<file path="src/rtl/pfetch_pkg.sv">
// Shared types for the program fetch bus router.
// Assumes: one external fetch in flight at a time.
package pfetch_pkg;

    // Phases of an external fetch, in bus order.
    typedef enum logic [1:0] {
        PH_IDLE = 2'd0,
        PH_ADDR = 2'd1,
        PH_HOLD = 2'd2,
        PH_READ = 2'd3
    } ph_e;

endpackage

</file>
<file path="src/rtl/pfetch_decode.sv">
// Decides whether a fetch address is served by the on-chip store.
// Assumes: the on-chip window starts at address zero and spans 2**INT_AW bytes.
module pfetch_decode #(
    parameter int ADDR_W = 16,
    parameter int INT_AW = 12
) (
    input  logic              strap,
    input  logic [ADDR_W-1:0] addr,
    output logic              is_int
);

    generate
        if (INT_AW >= ADDR_W) begin : g_all_int
            // Whole space on chip when strapped.
            always_comb is_int = strap;
        end else if (INT_AW == 0) begin : g_no_int
            // No on-chip window.
            always_comb is_int = 1'b0;
        end else begin : g_window
            localparam int HI_W = ADDR_W - INT_AW;
            // On chip only when strapped and upper address bits are zero.
            always_comb is_int = strap && (addr[ADDR_W-1:INT_AW] == {HI_W{1'b0}});
        end
    endgenerate

endmodule

</file>
<file path="src/rtl/pfetch_ext_seq.sv">
// Sequences one external fetch: address, hold, read phases.
// Assumes: start only pulses while busy is low; lane input is valid on the
// last clock of the read phase.
module pfetch_ext_seq
    import pfetch_pkg::*;
#(
    parameter int ADDR_W     = 16,
    parameter int DATA_W     = 8,
    parameter int PHASE_CLKS = 2
) (
    input  logic              clk,
    input  logic              rst_n,
    input  logic              start,
    input  logic [ADDR_W-1:0] start_addr,
    output logic              busy,
    output logic              finishing,
    output logic              ale,
    output logic              lo_oe,
    output logic              psen_n,
    output logic [DATA_W-1:0] lo_out,
    output logic [ADDR_W-DATA_W-1:0] hi
);

    localparam int CW = (PHASE_CLKS > 1) ? $clog2(PHASE_CLKS) : 1;
    localparam logic [CW-1:0] LAST = CW'(PHASE_CLKS - 1);

    ph_e               st;
    logic [CW-1:0]     cnt;
    logic [ADDR_W-1:0] addr_q;

    // Phase state, per-phase clock counter and captured address.
    always_ff @(posedge clk) begin
        if (!rst_n) begin
            st     <= PH_IDLE;
            cnt    <= '0;
            addr_q <= '0;
        end else begin
            case (st)
                PH_IDLE: begin
                    if (start) begin
                        st     <= PH_ADDR;
                        cnt    <= '0;
                        addr_q <= start_addr;
                    end
                end
                PH_ADDR, PH_HOLD, PH_READ: begin
                    if (cnt == LAST) begin
                        cnt <= '0;
                        case (st)
                            PH_ADDR: st <= PH_HOLD;
                            PH_HOLD: st <= PH_READ;
                            default: st <= PH_IDLE;
                        endcase
                    end else begin
                        cnt <= cnt + 1'b1;
                    end
                end
                default: st <= PH_IDLE;
            endcase
        end
    end

    // Bus pin levels decoded from the registered phase.
    always_comb begin
        busy      = (st != PH_IDLE);
        finishing = (st == PH_READ) && (cnt == LAST);
        ale       = (st == PH_ADDR);
        lo_oe     = (st == PH_ADDR) || (st == PH_HOLD);
        psen_n    = (st != PH_READ);
        lo_out    = addr_q[DATA_W-1:0];
        hi        = addr_q[ADDR_W-1:DATA_W];
    end

    AST_STROBE_WITH_ADDR: assert property (@(posedge clk) disable iff (!rst_n)
        ale |-> (lo_oe && psen_n));
    AST_HOLD_AFTER_STROBE: assert property (@(posedge clk) disable iff (!rst_n)
        $fell(ale) |-> (lo_oe && psen_n));
    AST_LANE_FREE_ON_READ: assert property (@(posedge clk) disable iff (!rst_n)
        !psen_n |-> !lo_oe);
    AST_HI_STABLE: assert property (@(posedge clk) disable iff (!rst_n)
        (busy && $past(busy)) |-> $stable(hi));
    AST_NO_RESTART: assert property (@(posedge clk) disable iff (!rst_n)
        (busy && !finishing) |=> busy);
    AST_CNT_BOUND: assert property (@(posedge clk) disable iff (!rst_n)
        cnt <= LAST);

endmodule

</file>
<file path="src/rtl/pfetch_resp.sv">
// Registers the fetched byte and its one-cycle valid pulse.
// Assumes: internal fire and external finishing never coincide.
module pfetch_resp #(
    parameter int DATA_W = 8
) (
    input  logic              clk,
    input  logic              rst_n,
    input  logic              int_fire,
    input  logic [DATA_W-1:0] int_byte,
    input  logic              ext_finishing,
    input  logic [DATA_W-1:0] ext_byte,
    output logic              rsp_valid,
    output logic [DATA_W-1:0] rsp_data
);

    // Capture the byte from whichever source completes this cycle.
    always_ff @(posedge clk) begin
        if (!rst_n) begin
            rsp_valid <= 1'b0;
            rsp_data  <= '0;
        end else begin
            rsp_valid <= int_fire || ext_finishing;
            if (int_fire) begin
                rsp_data <= int_byte;
            end else if (ext_finishing) begin
                rsp_data <= ext_byte;
            end
        end
    end

    AST_ONE_SOURCE: assert property (@(posedge clk) disable iff (!rst_n)
        !(int_fire && ext_finishing));
    AST_EXT_PULSE: assert property (@(posedge clk) disable iff (!rst_n)
        ext_finishing |=> rsp_valid);

endmodule

</file>
<file path="src/rtl/pfetch_bus_if.sv">
// Routes program fetches to the on-chip store or the external multiplexed bus.
// Assumes: the on-chip store answers combinationally in the read cycle.
module pfetch_bus_if #(
    parameter int ADDR_W     = 16,
    parameter int DATA_W     = 8,
    parameter int INT_AW     = 12,
    parameter int PHASE_CLKS = 2
) (
    input  logic                     clk,
    input  logic                     rst_n,
    input  logic                     ea_strap,
    input  logic                     req_valid,
    input  logic [ADDR_W-1:0]        req_addr,
    output logic                     req_ready,
    output logic                     rsp_valid,
    output logic [DATA_W-1:0]        rsp_data,
    output logic                     int_rd,
    output logic [INT_AW-1:0]        int_addr,
    input  logic [DATA_W-1:0]        int_rdata,
    output logic [DATA_W-1:0]        ext_lo_out,
    output logic                     ext_lo_oe,
    input  logic [DATA_W-1:0]        ext_lo_in,
    output logic [ADDR_W-DATA_W-1:0] ext_hi,
    output logic                     ext_ale,
    output logic                     ext_psen_n
);

    logic is_int;
    logic busy;
    logic finishing;
    logic fire;
    logic ext_start;

    pfetch_decode #(.ADDR_W(ADDR_W), .INT_AW(INT_AW)) u_decode (
        .strap  (ea_strap),
        .addr   (req_addr),
        .is_int (is_int)
    );

    // Acceptance and routing of the current request.
    always_comb begin
        req_ready = !busy;
        fire      = req_valid && req_ready;
        int_rd    = fire && is_int;
        ext_start = fire && !is_int;
        int_addr  = req_addr[INT_AW-1:0];
    end

    pfetch_ext_seq #(
        .ADDR_W(ADDR_W), .DATA_W(DATA_W), .PHASE_CLKS(PHASE_CLKS)
    ) u_seq (
        .clk        (clk),
        .rst_n      (rst_n),
        .start      (ext_start),
        .start_addr (req_addr),
        .busy       (busy),
        .finishing  (finishing),
        .ale        (ext_ale),
        .lo_oe      (ext_lo_oe),
        .psen_n     (ext_psen_n),
        .lo_out     (ext_lo_out),
        .hi         (ext_hi)
    );

    pfetch_resp #(.DATA_W(DATA_W)) u_resp (
        .clk           (clk),
        .rst_n         (rst_n),
        .int_fire      (int_rd),
        .int_byte      (int_rdata),
        .ext_finishing (finishing),
        .ext_byte      (ext_lo_in),
        .rsp_valid     (rsp_valid),
        .rsp_data      (rsp_data)
    );

    AST_INT_QUIET_BUS: assert property (@(posedge clk) disable iff (!rst_n)
        int_rd |-> (ext_psen_n && !ext_ale));
    AST_INT_ONE_CYCLE: assert property (@(posedge clk) disable iff (!rst_n)
        int_rd |=> rsp_valid);
    AST_STRAP_LOW_EXT: assert property (@(posedge clk) disable iff (!rst_n)
        (req_valid && req_ready && !ea_strap) |-> !int_rd);
    AST_EXT_STARTS: assert property (@(posedge clk) disable iff (!rst_n)
        ext_start |=> (ext_ale && !req_ready));

endmodule

</file>
<file path="config.mk">
export PLATFORM = sky130hd
export DESIGN_NAME = pfetch_bus_if
export DESIGN_NICKNAME = d
export VERILOG_FILES = /design/src/rtl/pfetch_pkg.sv /design/src/rtl/pfetch_decode.sv /design/src/rtl/pfetch_ext_seq.sv /design/src/rtl/pfetch_resp.sv /design/src/rtl/pfetch_bus_if.sv
export SDC_FILE = /design/constraint.sdc
export NUM_CORES = 1
export LEC_CHECK = 0
export BUFFER_PORTS_ARGS = -buffer_cell sky130_fd_sc_hd__buf_2
export CAP_MARGIN = 5
export CORE_MARGIN = 2
export CORE_UTILIZATION = 47
export CTS_BUF_LIST = sky130_fd_sc_hd__clkbuf_8 sky130_fd_sc_hd__clkbuf_16
export DETAILED_ROUTE_END_ITERATION = 16
export PLACE_DENSITY_LB_ADDON = 0.12
export SLEW_MARGIN = 20
export SYNTH_ARGS = -nofsm -noshare
export SYNTH_HDL_FRONTEND = slang
export SYNTH_SLANG_ARGS = --single-unit
</file>
<file path="constraint.sdc">
create_clock -name clk -period 3.1 [get_ports clk]
set_input_delay 0.155 -clock clk [delete_from_list [all_inputs] [get_ports clk]]
set_output_delay 0.155 -clock clk [all_outputs]
set_load 0.02 [all_outputs]
</file>
Yosys cells after proc, flatten, opt, wreduce, memory -nomap -nowiden. Index checks and enable logic that the tools add are counted.

Output and inout port bits: 42. Logic and storage cells: 37. Register bits after elaboration: 28. Input port bits: 36.

Multiplexer cells: 9. Add/subtract/negate cells: 1. Reductions and logical operators: 16. Equal/unequal tests: 6.

Operators by type and width (count): 2-to-1 mux 8 bit (2); case mux 2 bit (2 select lines) (2); logical AND 1 bit (5); == test 2 bit, second input constant (2); logical NOT 4 bit (1); 2-to-1 mux 2 bit (2); inequality test 2 bit, second input constant (2); AND reduction 2 bit (2); nonzero test 2 bit (2); OR reduction 3 bit (1); == test 2 x 1 -> 1 bit, second input constant (1); logical NOT 1 bit (2); logical NOT 2 bit (1); logical OR 1 bit (2); 2-to-1 mux 1 bit (2); inequality test 2 x 1 -> 1 bit, second input constant (1); case mux 1 bit (2 select lines) (1); adder 1 bit, second input constant (1).

Logic depth before layout (Yosys ltp).
Depth in word-level cells: 6. Gate-level depth with buffers: 7. Depth with buffers taken out: 5.

By module. Synthesis repeated with hierarchy kept, for this count alone.

Cells, all modules: 149. Area, all modules: 1450.1 µm².

Modules (own cells, without submodules): pfetch_ext_seq (instances 1, cells an instance 95, sequential area each 380.4 µm², area an instance 863.3 µm²); pfetch_resp (instances 1, cells an instance 37, sequential area each 180.2 µm², area an instance 457.9 µm²); pfetch_bus_if (instances 1, cells an instance 15, sequential area each 0.0 µm², area an instance 110.1 µm²); pfetch_decode (instances 1, cells an instance 2, sequential area each 0.0 µm², area an instance 18.8 µm²).

Least setup slack after synthesis. Ideal clock, no wire load.

Kind: reg2reg. Start point: register u_seq.st[0]. End point: register u_resp.rsp_data[0]. Data arrival time: 1575 ps. Stages on the path, launching flop included: 7. Library setup time: 72 ps. Setup slack: 1453 ps. Period minus slack after synthesis: 1647 ps. Cell sequence: dfxtp_1 -> inv_1 -> ha_1 -> nand2_1 -> nor3_1 -> buf_2 -> mux2i_1.

Word-level cells in the longest chain between the ends: 5. Elaborated cells between the ends (all ways): 8. Those cells by class: 1 x eq/ne; 1 x mux; 6 x reduce/logical.

Ends and longest elaborated chain: start: declaration (line pfetch_ext_seq.sv:27) `ph_e st;`; start signal: assignment (line pfetch_ext_seq.sv:34) `st <= PH_IDLE;`; start signal: assignment (line pfetch_ext_seq.sv:41) `st <= PH_ADDR;`; start signal: assignment (line pfetch_ext_seq.sv:50) `PH_ADDR: st <= PH_HOLD;`; nonzero test 2 bit (*) (line pfetch_ext_seq.sv:65) `busy = (st != PH_IDLE);`; logical NOT 1 bit (*) (line pfetch_bus_if.sv:42) `req_ready = !busy;`; named net req_ready (line pfetch_bus_if.sv:14) `output logic req_ready,`; logical AND 1 bit (*) (line pfetch_bus_if.sv:43) `fire = req_valid && req_ready;`; logical AND 1 bit (*) (line pfetch_bus_if.sv:44) `int_rd = fire && is_int;`; named net int_rd (line pfetch_bus_if.sv:17) `output logic int_rd,`; 2-to-1 mux 8 bit / nonzero test 2 bit (equally long branches); end signal: assignment (line pfetch_resp.sv:24) `rsp_data <= int_byte;`; end signal: assignment (line pfetch_resp.sv:26) `rsp_data <= ext_byte;`; end: declaration (line pfetch_resp.sv:13) `output logic [DATA_W-1:0] rsp_data`.

Mark *: on every way through the listed nets, which the timed path passes. The rest lies on a longest branch. A chain may end at the register's enable or synchronous reset.

Worst setup path after layout.
Start point: register u_seq.st[0]. End point: output int_rd.

Word-level cells in the longest chain between the ends: 4.

Ends and longest elaborated chain (line): nonzero test 2 bit (pfetch_ext_seq.sv:65); logical NOT 1 bit (pfetch_bus_if.sv:42); logical AND 1 bit (pfetch_bus_if.sv:43); logical AND 1 bit (pfetch_bus_if.sv:44); end: declaration (pfetch_bus_if.sv:17).

Every way passes these cells.

==> run summary <==
Share of the yosys chip area belonging to registers: 39.1%
Data required time at the worst endpoint: 2940 ps
Setup Skew: 4.09 ps
Clock Latency Late Sink: 270 ps
Worst Setup Path Type: reg -> out
Routed length on met3: 212 um
Cell Pwr Density: 499 nW/um^2
Setup tns final: 0 ps
Final hold slack: 124 ps
Cell at the root of the clock tree: sky130_fd_sc_hd__clkbuf_8
Most common library cell in the layout ignoring fill and taps: sky130_fd_sc_hd__buf_2
Final setup viols: 0
Post-DP Area: 1710 um^2
Compound-Gate Fraction of Synth Area: 11.2%
Largest area contributor in the synthesized netlist: sky130_fd_sc_hd__dfxtp_1
Cell type group with the largest total delay on the critical path: simple AND/OR/NAND/NOR gates
Routability congestion estimate: 0.731
Netlist Area Pre-Place: 1430 um^2
Vias after detailed routing: 1281
DRT Pass-1 Iters: 3
Count of pins over their slew limit: 0
Net count, final: 262
Post-CTS setup repair buffer count: 0
Deepest clock path buffer count: 2
CTS clk-pin slew, worst paths: 90 ps
Initial antenna violation count: 0
Ratio of cells with drive above 1 in the final layout: 38.2%
Total wire length after detailed routing: 3030 um
Cell area after layout: 1750 um^2
Wire length of the first global-routing pass: 4990 um
Nature of the critical path endpoint: output port
Data arrival time at the worst-slack endpoint: 2220 ps
Synth-to-layout area growth: 22.2%
Count of buffers inserted at the top-level ports: 77
# diodes: 0
Slew @ Worst Pin: 933 ps
Synthesized area divided by synthesized cell count: 8.74 um^2
Maxcap violations: 0
Uppermost layer routed: met4
Critical path's largest stage delay: 800 ps
Post_cts resized: 0
Synth Area in XOR/XNOR: 0%
DIE WIDTH: 59.2 um
Class of the tightest hold or removal check: in -> reg
Post-synthesis simple-gate area fraction: 19.1%
Post-route met1 wirelength: 1350 um
Core Rows: 20
Sinks on the clock net: 28
DR vias/cell: 5.06
Number of buffer and inverter instances along the worst setup path: 2
Dominant cells by area after synthesis: sky130_fd_sc_hd__dfxtp_1, sky130_fd_sc_hd__mux2i_1, sky130_fd_sc_hd__nand2_1
Adder-Cell Fraction of Synth Area: 3.49%
Post-route DRC violation count: 0
1st-iter DRT viols: 79
Time the final worst path needs with I/O delays and setup: 2370 ps
Maximum level of the CTS H-tree: 1
Final Hold Fails: 0
Dpl hpwl: 2240 um
Cell count after synthesis: 164
Seq cells post-synth: 28
Critical-path cell list: inv_1, ha_1, nand2_1, nor3_2, buf_2
Total Routing Usage GR: 18.8%
Largest family of logic cells by synthesized area: simple AND/OR/NAND/NOR gates
Crit path launch type: flop
Largest net degree at the start of global routing: 54
Peak supply drop: 301 uV
I/O Pins: 78
Core ar.: 2980 um^2
Detailed-route wire length per cell: 12.0 um
Met2 WL post-DR: 1410 um
Total of warnings raised by yosys: 0
Filler Cell Count: 267
Effective utilization at floorplan: 48.1%
Area share of the largest cell type after synthesis: 39.1%
Leading cell types in the layout, fill and taps excluded: sky130_fd_sc_hd__buf_2, sky130_fd_sc_hd__nand2_1, sky130_fd_sc_hd__dfxtp_1, sky130_fd_sc_hd__mux2i_1
Total grt overflow: 0
CP Max Fanout: 10
Post-detailed-route count of antenna-violating nets: 0
Proportion of synthesized area in mux cells: 15.5%
Run status: finished, final reports clean
Unique masters post-synth: 25
Vias in the first global route: 1179
Final clock period utilization by the worst path: 76.5%
Clock tree from TritonCTS: yes
Die Outline Area: 3510 um^2
Net count after synthesis: 204
Total CTS buffers: 3
Setup repair after global routing missed its margin: no
Die height: 59.2 um
Critical path's slowest cell: sky130_fd_sc_hd__nor3_2
Max transition margin: 37.5%
Lkg Pwr: 0.886 nW
Number of hold buffers added after cts: 0
Highest achievable clock rate: 0.422 GHz
sequential cells by signal (all words and copies together), names as in the netlist:
signal,count
u_seq.st,2
u_seq.addr_q,16
u_resp.rsp_valid,1
u_resp.rsp_data,8
u_seq.cnt,1
path summary, 6_finish.rpt:
path | startpoint | endpoint | slack [ps] | depth (start not counted)
min reg2reg | u_seq.addr_q[2] | u_seq.addr_q[2] | 460 | 2
max reg2reg | u_seq.st[0] | u_seq.addr_q[13] | 1050 | 5
max | u_seq.st[0] | int_rd | 730 | 5
min | int_rdata[3] | u_resp.rsp_data[3] | 120 | 3
metal layers:
metal,vias to the layer above,GRT usage [%]
met5,-,0
met4,0,9.42
met3,7,3.49
met2,48,31.7
met1,576,22.6
li1,650,-
worst reg2reg max path: cells and delay by family (launching register included):
kind | cells | cell delay [ps]
compound gates | 2 | 1070
fa+ha+maj | 1 | 230
simple gates | 1 | 160
buf+inv | 1 | 100
flops | 1 | 350
stage by stage:
stage	setup slack, ps	utilization (%)	std cells	total power [mW]
after global placement	1120	57.4	250	0.682
final	730	58.8	253	0.873
after CTS	712	58.8	253	0.885
after floorplan	1450	-	164	0.628
after global routing	543	58.8	253	0.924
after detailed placement	1020	57.4	250	0.690
Yosys cell counts:
master / instances
sky130_fd_sc_hd__inv_1: 3
sky130_fd_sc_hd__o22ai_1: 4
sky130_fd_sc_hd__nor4b_2: 1
sky130_fd_sc_hd__nand2_1: 43
sky130_fd_sc_hd__buf_4: 12
sky130_fd_sc_hd__buf_8: 1
sky130_fd_sc_hd__buf_6: 1
sky130_fd_sc_hd__ha_1: 4
sky130_fd_sc_hd__o21ba_1: 1
sky130_fd_sc_hd__nor3_1: 1
sky130_fd_sc_hd__o21a_1: 1
sky130_fd_sc_hd__buf_2: 1
sky130_fd_sc_hd__mux2_2: 1
sky130_fd_sc_hd__o31ai_1: 1
sky130_fd_sc_hd__a21boi_0: 8
sky130_fd_sc_hd__dfxtp_1: 28
sky130_fd_sc_hd__and2_1: 1
sky130_fd_sc_hd__clkbuf_1: 9
sky130_fd_sc_hd__nor2b_1: 2
sky130_fd_sc_hd__mux2i_1: 21
sky130_fd_sc_hd__o21ai_0: 8
sky130_fd_sc_hd__o311a_1: 1
sky130_fd_sc_hd__or3_4: 1
sky130_fd_sc_hd__nand2b_1: 2
sky130_fd_sc_hd__and3_1: 8
where the power goes:
group | internal [mW] | leakage, nW | switching [mW] | total (mW)
Combinational | 0.103 | 0.636 | 0.155 | 0.258
Sequential | 0.393 | 0.229 | 0.0284 | 0.422
Clock | 0.0872 | 0.0216 | 0.106 | 0.193
Total | 0.584 | 0.886 | 0.289 | 0.873
layout make-up:
type / instances / area, um^2 / area share (%)
Inverter: 3 / 11.3 / 0.643
Clock buffer: 3 / 41.3 / 2.36
Timing Repair Buffer: 77 / 385 / 22.0
Tap cell: 33 / 41.3 / 2.36
Sequential cell: 28 / 561 / 32.0
Multi-Input combinational cell: 109 / 711 / 40.6
cells by family (layout without fill, tap and decap cells):
family          count (synthesis)  count (layout)
simple gates                   59              59
mux                            22              22
fa+ha+maj                       4               4
buf+inv                        27              83
flops                          28              28
compound gates                 24              24
No activity file was read; power rests on OpenSTA's default activity.
